### config.mk
export PLATFORM = sky130hd
export DESIGN_NAME = luma_capture
export DESIGN_NICKNAME = d
export VERILOG_FILES = /design/src/rtl/luma_capture.sv
export SDC_FILE = /design/constraint.sdc
export NUM_CORES = 1
export LEC_CHECK = 0
export CAP_MARGIN = 20
export CORE_MARGIN = 5
export CORE_UTILIZATION = 30
export DETAILED_ROUTE_END_ITERATION = 10
export GPL_TIMING_DRIVEN = 0
export SYNTH_ARGS = -nofsm -noshare
export SYNTH_HDL_FRONTEND = slang
export SYNTH_SLANG_ARGS = --single-unit
### constraint.sdc
create_clock -name clk -period 4 [get_ports clk]
set_input_delay 0.8 -clock clk [delete_from_list [all_inputs] [get_ports clk]]
set_output_delay 0.8 -clock clk [all_outputs]
set_load 0.01 [all_outputs]
### src/rtl/luma_capture.sv
module luma_capture #(
  parameter int WIN_W  = 256,
  parameter int WIN_H  = 256,
  parameter int CNT_W  = 10,
  localparam int COL_W  = $clog2(WIN_W),
  localparam int ROW_W  = $clog2(WIN_H),
  localparam int PIX_AW = ROW_W + COL_W,
  localparam int CPU_AW = PIX_AW + 1
) (
  input  logic              clk,
  input  logic              rst_n,
  input  logic [7:0]        vin_data,
  input  logic              vin_line,
  input  logic              vin_field,
  input  logic              vin_odd,
  input  logic              cpu_wr,
  input  logic              cpu_rd,
  input  logic [CPU_AW-1:0] cpu_addr,
  input  logic [CNT_W-1:0]  cpu_wdata,
  output logic [CNT_W-1:0]  cpu_rdata,
  output logic              ram_we,
  output logic [PIX_AW:0]   ram_waddr,
  output logic [7:0]        ram_wdata,
  output logic [PIX_AW:0]   ram_raddr,
  input  logic [7:0]        ram_rdata
);
  localparam logic [CNT_W-1:0] HALF_LIM = CNT_W'(WIN_H / 2);
  localparam logic [CNT_W-1:0] W_LIM    = CNT_W'(WIN_W);

  typedef enum logic [1:0] {S_IDLE, S_ARM, S_ODD, S_EVEN} st_t;
  st_t st;

  logic ph, line_q, field_q, done, fb, rd_pix_q;
  logic [CNT_W-1:0] col, row, roff, coff, reg_q;

  logic fedge, lfall, is_y, in_win, capturing, wr_pix, reg_wr, start, last_line, busy;
  logic [CNT_W-1:0] rrel, crel;
  logic [ROW_W-1:0] frow;

  assign fedge     = vin_field & ~field_q;
  assign lfall     = ~vin_line & line_q;
  assign is_y      = vin_line & ph;
  assign rrel      = row - roff;
  assign crel      = col - coff;
  assign in_win    = (row >= roff) && (rrel < HALF_LIM) && (col >= coff) && (crel < W_LIM);
  assign capturing = (st == S_ODD) || (st == S_EVEN);
  assign wr_pix    = is_y && capturing && in_win && !fedge;
  assign frow      = {rrel[ROW_W-2:0], st == S_ODD};
  assign reg_wr    = cpu_wr && !cpu_addr[PIX_AW];
  assign start     = reg_wr && (cpu_addr[1:0] == 2'd0) && cpu_wdata[0];
  assign last_line = lfall && (row >= roff) && (rrel == HALF_LIM - 1'b1);
  assign busy      = (st != S_IDLE);

  always_ff @(posedge clk) begin
    if (!rst_n) begin
      ph <= 1'b0;
      line_q <= 1'b0;
      field_q <= 1'b0;
      col <= '0;
      row <= '0;
    end else begin
      line_q  <= vin_line;
      field_q <= vin_field;
      ph      <= vin_line ? ~ph : 1'b0;
      if (!vin_line)                  col <= '0;
      else if (is_y && col != '1)     col <= col + 1'b1;
      if (fedge)                      row <= '0;
      else if (lfall && row != '1)    row <= row + 1'b1;
    end
  end

  always_ff @(posedge clk) begin
    if (!rst_n) begin
      st <= S_IDLE;
      done <= 1'b0;
      fb <= 1'b0;
      roff <= '0;
      coff <= '0;
    end else begin
      if (reg_wr && cpu_addr[1:0] == 2'd1) roff <= cpu_wdata;
      if (reg_wr && cpu_addr[1:0] == 2'd2) coff <= cpu_wdata;
      if (start) begin
        st   <= S_ARM;
        done <= 1'b0;
      end else begin
        case (st)
          S_ARM:  if (fedge && vin_odd)  st <= S_ODD;
          S_ODD:  if (fedge && !vin_odd) st <= S_EVEN;
          S_EVEN: if (last_line) begin
            st   <= S_IDLE;
            done <= 1'b1;
            fb   <= ~fb;
          end
          default: ;
        endcase
      end
    end
  end

  always_ff @(posedge clk) begin
    if (!rst_n) begin
      ram_we    <= 1'b0;
      ram_waddr <= '0;
      ram_wdata <= '0;
    end else begin
      ram_we <= wr_pix;
      if (wr_pix) begin
        ram_waddr <= {~fb, frow, crel[COL_W-1:0]};
        ram_wdata <= vin_data;
      end
    end
  end

  always_ff @(posedge clk) begin
    if (!rst_n) begin
      rd_pix_q <= 1'b0;
      reg_q    <= '0;
    end else begin
      rd_pix_q <= cpu_rd && cpu_addr[PIX_AW];
      if (cpu_rd) begin
        case (cpu_addr[1:0])
          2'd0:    reg_q <= {{(CNT_W-2){1'b0}}, done, busy};
          2'd1:    reg_q <= roff;
          2'd2:    reg_q <= coff;
          default: reg_q <= '0;
        endcase
      end
    end
  end

  assign ram_raddr = {fb, cpu_addr[PIX_AW-1:0]};
  assign cpu_rdata = rd_pix_q ? {{(CNT_W-8){1'b0}}, ram_rdata} : reg_q;
endmodule

==> results of run 1 <==
## flip-flops by register name, summed over array words and instances, names as in the netlist, 2 cells and up
name	cells
ram_waddr	17
coff	10
col	10
reg_q	10
roff	10
row	10
ram_wdata	8
st	2
## critical path: stages, from the launching register on
cell and delay, ns:
dfxtp_1 0.39, inv_1 0.09, ha_1 0.23, fa_1 0.40, nand2b_1 0.20, a21oi_2 0.21, and2b_1 0.17, mux2i_1 0.10
or4b_1 0.54, buf_2 0.20, nor3_4 0.39, buf_6 0.25, mux2i_1 0.22
## cell families (layout without fill, tap and decap cells)
kind of cell,after synthesis,in the layout
xor+xnor,19,19
buf+inv,67,171
compound gates,125,125
mux,27,27
fa+ha+maj,24,24
flops,84,84
simple gates,203,203
## cells in the final DEF (no fill, tap or decap), drive strengths merged, types with 8 or more instances in the layout
cell type and instances:
buf 21, mux2 9, nor2b 10, a22oi 9
clkbuf 32, mux2i 18, a211oi 19, o311ai 8
nand4 9, clkdlybuf4s50 87, nand2b 9, nand2 86
a21oi 41, nor2 45, inv 27, nand3 9
o21ai 13, dfxtp 84, xor2 12, ha 22
## final cells by class
class / count / area [um^2]
Clock inverter: 3 / 21.3
Clock buffer: 13 / 260
Timing Repair Buffer: 88 / 876
Sequential cell: 84 / 1680
Inverter: 28 / 105
Tap cell: 188 / 235
Multi-Input combinational cell: 398 / 2560
Fill cell: 1515 / 9130
Buffer: 39 / 219
## layer usage
layer  wire [um]  vias up  GRT usage
met5           0        -          0
met4         350        0     0.0583
met3         731       21     0.0295
met2        5790      150      0.232
met1        5750     1988      0.187
li1            -     2127          -
## power by group through the flow
stage	Combinational (mW)	Sequential [mW]	Clock, mW
5_1_grt	0.268	0.858	0.842
3_5_place_dp	0.242	0.876	0
2_1_floorplan	0.139	0.873	0
4_1_cts	0.244	0.858	0.804
6_report	0.243	0.858	0.785
3_3_place_gp	0.238	0.876	0
## worst max-delay path by stage
| stage | start | cells past startpoint | end |
|---|---|---|---|
| after floorplan | col[0] | 12 | ram_waddr[13] |
| after global placement | col[0] | 12 | ram_waddr[13] |
| after detailed placement | col[0] | 12 | ram_waddr[10] |
| after CTS | col[0] | 12 | ram_waddr[10] |
| after global routing | col[0] | 12 | ram_waddr[10] |
| final | col[0] | 12 | ram_waddr[10] |
==> impl_results.md, run 1 <==
- Hold Buf Count CTS: 0
- Worst Hold Depth: 2
- Fin. max-slew vios: 0
- RSZ-0062 raised after global routing: no
- Synth top cells by count: 86 x nand2_1, 84 x dfxtp_1, 45 x nor2_1
- Relative max-transition margin: 0.582
- PortBufs: 87
- Final setup viols: 0
- Synth warn: 0
- ANT nets after route: 0
- Post-DR wirelength/cell: 15.0 um
- R2R depth: 12
- R2r startpoint: col[0]
- Post-synth top flop: dfxtp_1
- Iter 0 DRT Violations: between 200 and 250
- Period utilisation layout: 0.864
- Area Growth Syn to Fin: 30.5%
- Largest net degree at the start of global routing: 14
- Post-CTS Setup Inserts: 0
- Diodes inserted: 0
- GR Overflow Total: 0
- CP Data Required Time: 4.26 ns
- Setup TNS Final: 0 ns
- Switching pwr: 0.465 mW
- Post-synthesis sequential area ratio: 0.368
- Vias in the first global route: ~4200
- # rows: 45
- Hold Startpoint: ram_wdata[3]
- Crit-path max FO: 10
- CTS H-Tree Depth: 3
- Initial antenna violation count: 0
- Die H: 133 um
- Worst path arrival time: 3.71 ns
- Cell area after layout: 0.00596 mm^2
- Static Leakage: 2.09 nW
- Cells after Synth: between 500 and 600
- Post-synthesis xor/xnor area fraction: 0.0364
- CTS clk-pin slew, worst paths: around 0.06 ns
- Post-detail-place hpwl: 10000 um
- Peak supply drop: 0.000193 V
- CTS tree: yes
- Hold_ws: between 0.4 and 0.5 ns
- Hold Path Sink: ram_wdata[3]
- Reg power frac: 0.455
- Synth Area in Simple Gates: 0.212
- Final Hold Viols: 0
- Largest family of logic cells by synthesized area: simple AND/OR/NAND/NOR gates
- GRT Total Usage: 0.143
- Post-CTS sizing: 0
- Detailed-route DRC error count: 0
- Internal Dissipation: 1.42 mW
- Logic pwr share: 0.129
- First-pass GRT wire length: 20800 um
- Post-Place Setup Slack: 0.562 ns
- Pre-antenna DRT Iters: 5
- Synth top area share: 0.368
- Clk buf depth: 2
- Die width: roughly 130 um
- Post-synth top area cell: dfxtp_1
- Initial Utilization: 0.303
- Setup CP Type: reg2reg
- Sink Count: 84
- Total CTS buffers: 9
- Core Area: 0.0151 mm^2
- Placed cells: 825
- Clock power share: 0.416
- Synth Area in Compound Gates: 0.183
- Cell variety after synth: 61
- Clock Tree Root: clkbuf_16
- R2r endpoint: ram_waddr[10]
- Clock latency on the worst-skew pair: 0.34 ns
- Pwr dens: between 300 and 400 mW/mm^2
- Fmax: 289 MHz
- Max cap viols: 0
- Area after DPL: 0.00568 mm^2
- Most common cell in the netlist: nand2_1
- Flop and latch count out of synthesis: 84
- R2R setup slack: 0.55 ns
- Post-synthesis mux area share: 0.0616
- Status: finished, final reports clean
- Final Wtd Congestion: slightly below 0.9
- Fin cells: 841
- Final nets: around 720
- Mean Syn Cell Area: roughly 8.3 um^2
- EDFF count, synth: 0
- Mapped cell area: 0.00457 mm^2
- Type of origin of the critical path: flip-flop
- Ys async rst share: 0
- Tot Pwr: 1.89 mW
- Post-layout min period: about 3.5 ns
- Slew of the pin with the lowest slew margin: 0.625 ns
- Share of layout cells above drive strength 1: 0.0766
- WL final: 12600 um
- IO Count: 103
- Post-synthesis adder-cell area fraction: 0.0690
- Total number of vias: 4286
- Layout Skew: 0.0108 ns
- Setup ws final: 0.545 ns
- Synth top area cells: dfxtp_1 37%, nand2_1 7.1%, ha_1 6.0%
- Die ar.: 0.0178 mm^2
- Net Sw Frac: 0.247
- Util after Layout: 0.395
- Vias per inst: 5.10
- Worst Hold Class: reg2reg
- Syn Nets: 623
- Crit. End Element: flip-flop
Note: power is estimated with default switching activity, not from simulation.
==> run 2: changes to the inputs <==
--- a/config.mk
+++ b/config.mk
@@ -10,6 +10,7 @@
 export CORE_UTILIZATION = 30
 export DETAILED_ROUTE_END_ITERATION = 10
 export GPL_TIMING_DRIVEN = 0
+export PLACE_DENSITY = 0.51
 export SYNTH_ARGS = -nofsm -noshare
 export SYNTH_HDL_FRONTEND = slang
 export SYNTH_SLANG_ARGS = --single-unit
==> impl_results.md, run 2 (synthesized netlist as in run 1, its figures left out) <==
- R2R depth: 12
- Setup CP Type: reg2reg
- Type of origin of the critical path: flip-flop
- Crit-path max FO: 10
- CTS H-Tree Depth: 3
- Crit. End Element: flip-flop
- Final Wtd Congestion: roughly 0.82
- Biggest register: ram_waddr
- Fmax: ~290 MHz
- Tot Pwr: 1.97 mW
- First-pass GRT wire length: 21400 um
- IO Count: 103
- Final Hold Viols: 0
- PortBufs: 87
- Diodes inserted: 0
- Fin. max-slew vios: 0
- Max reg flops: 17
- Util after Layout: 0.396
- Share of layout cells above drive strength 1: 0.0721
- Clk buf depth: 2
- Cell area after layout: 0.00598 mm^2
- Worst-path cell chain: inv_1 -> ha_1 -> fa_1 -> nand2b_1 -> a21oi_2 -> and2b_1 -> mux2i_1 -> or4b_1 -> buf_2 -> nor3_4 -> buf_6 -> mux2i_1
- Period utilisation layout: 0.852
- Clock power share: 0.440
- Clock latency on the worst-skew pair: approximately 0.34 ns
- Max cap viols: 0
- Status: finished, final reports clean
- Iter 0 DRT Violations: 267
- Initial antenna violation count: 0
- Net Sw Frac: 0.234
- CP Data Required Time: 4.26 ns
- Post-layout min period: 3.41 ns
- ANT nets after route: 0
- Initial Utilization: 0.303
- Post-CTS Setup Inserts: 0
- Peak supply drop: ~0.0002 V
- GR Overflow Total: 0
- Post-detail-place hpwl: 10600 um
- Post-DR wirelength/cell: 15.9 um
- Internal Dissipation: 1.51 mW
- Placed cells: 825
- Die H: about 130 um
- Hold Buf Count CTS: 0
- Sink Count: 84
- Area Growth Syn to Fin: 30.9%
- Fillers: 1567
- Final setup viols: 0
- GRT Total Usage: 0.150
- Worst Hold Class: reg2reg
- CP max stage cell: or4b_1
- Worst path arrival time: 3.67 ns
- CP most frequent cell: mux2i_1
- # rows: 45
- Total CTS buffers: 9
- Reg power frac: 0.435
- Worst path max stage delay: 0.50 ns
- Logic pwr share: 0.126
- WL final: between 10000 and 15000 um
- RSZ-0062 raised after global routing: no
- Post-Place Setup Slack: 0.608 ns
- Pre-antenna DRT Iters: 5
- Worst Hold Depth: 2
- CTS tree: yes
- Largest net degree at the start of global routing: 13
- Fin cells: 840
- Core Area: 0.0151 mm^2
- Vias in the first global route: 4093
- Layout Skew: 0.00533 ns
- Setup TNS Final: 0 ns
- Die ar.: 0.0178 mm^2
- Hold_ws: 0.460 ns
- Detailed-route DRC error count: 0
- Total number of vias: 4231
- Slew of the pin with the lowest slew margin: 0.687 ns
- Post-CTS sizing: 0
- Commonest cells after routing, fill and taps aside: 87 x clkdlybuf4s50_1, 86 x nand2_1, 84 x dfxtp_1
- Commonest non-fill, non-tap cell in the layout: clkdlybuf4s50_1
- Final nets: just over 700
- Vias per inst: between 5 and 6
- Static Leakage: between 2 and 2.5 nW
- Clock Tree Root: clkbuf_16
- Pwr dens: roughly 330 mW/mm^2
- Switching pwr: 0.462 mW
- Relative max-transition margin: 0.541
- Die width: between 100 and 150 um
- Setup ws final: 0.591 ns
- Area after DPL: approximately 0.0057 mm^2
- CTS clk-pin slew, worst paths: 0.06 ns
-- run 2: changes by cell type in the layout (fill, tap and decap cells not counted), sizes merged --
cell      previous run  this run
clkinvlp             1         0
clkinv               3         1
bufinv               0         2
-- run 2: path summary, 6_finish.rpt --
kind | startpoint | to | slack [ns]
max | col[0] | ram_waddr[13] | 0.59
min | ram_wdata[1] | ram_wdata[1] | 0.46
max reg2reg | col[0] | ram_waddr[13] | 0.59
min reg2reg | ram_wdata[1] | ram_wdata[1] | 0.46
-- run 2: power groups by stage --
stage	Sequential [mW]	Combinational [mW]	Clock, mW
6_report	0.858	0.248	0.867
5_1_grt	0.859	0.271	0.927
4_1_cts	0.858	0.249	0.896
3_5_place_dp	0.876	0.247	0
2_1_floorplan	0.873	0.139	0
3_3_place_gp	0.876	0.246	0
-- run 2: area by class of cell --
| cell class | instances | area (um^2) | share of cell area |
|---|---|---|---|
| multi-input combinational | 398 | 2560 | 0.429 |
| sequential | 84 | 1680 | 0.281 |
| timing repair buffer | 88 | 876 | 0.146 |
| clock buffer | 13 | 240 | 0.0402 |
| tap | 188 | 235 | 0.0393 |
| buffer | 39 | 219 | 0.0366 |
| inverter | 28 | 105 | 0.0176 |
| clock inverter | 2 | 60.1 | 0.0100 |
-- run 2: critical path, delay by kind of cell (launching register included) --
kind | cells | cell delay (ns)
mux | 2 | 0.31
fa+ha+maj | 2 | 0.63
simple gates | 4 | 1.27
flops | 1 | 0.40
compound gates | 1 | 0.21
buf+inv | 3 | 0.51
-- run 2: per-layer routing --
| layer | global-route usage | vias to the layer above | wire length (um) |
|---|---|---|---|
| li1 | - | 2112 | - |
| met1 | 0.206 | 1975 | 6340 |
| met2 | 0.231 | 129 | 5980 |
| met3 | 0.0370 | 15 | 786 |
| met4 | 0.0503 | 0 | 268 |
| met5 | 0 | - | 0 |
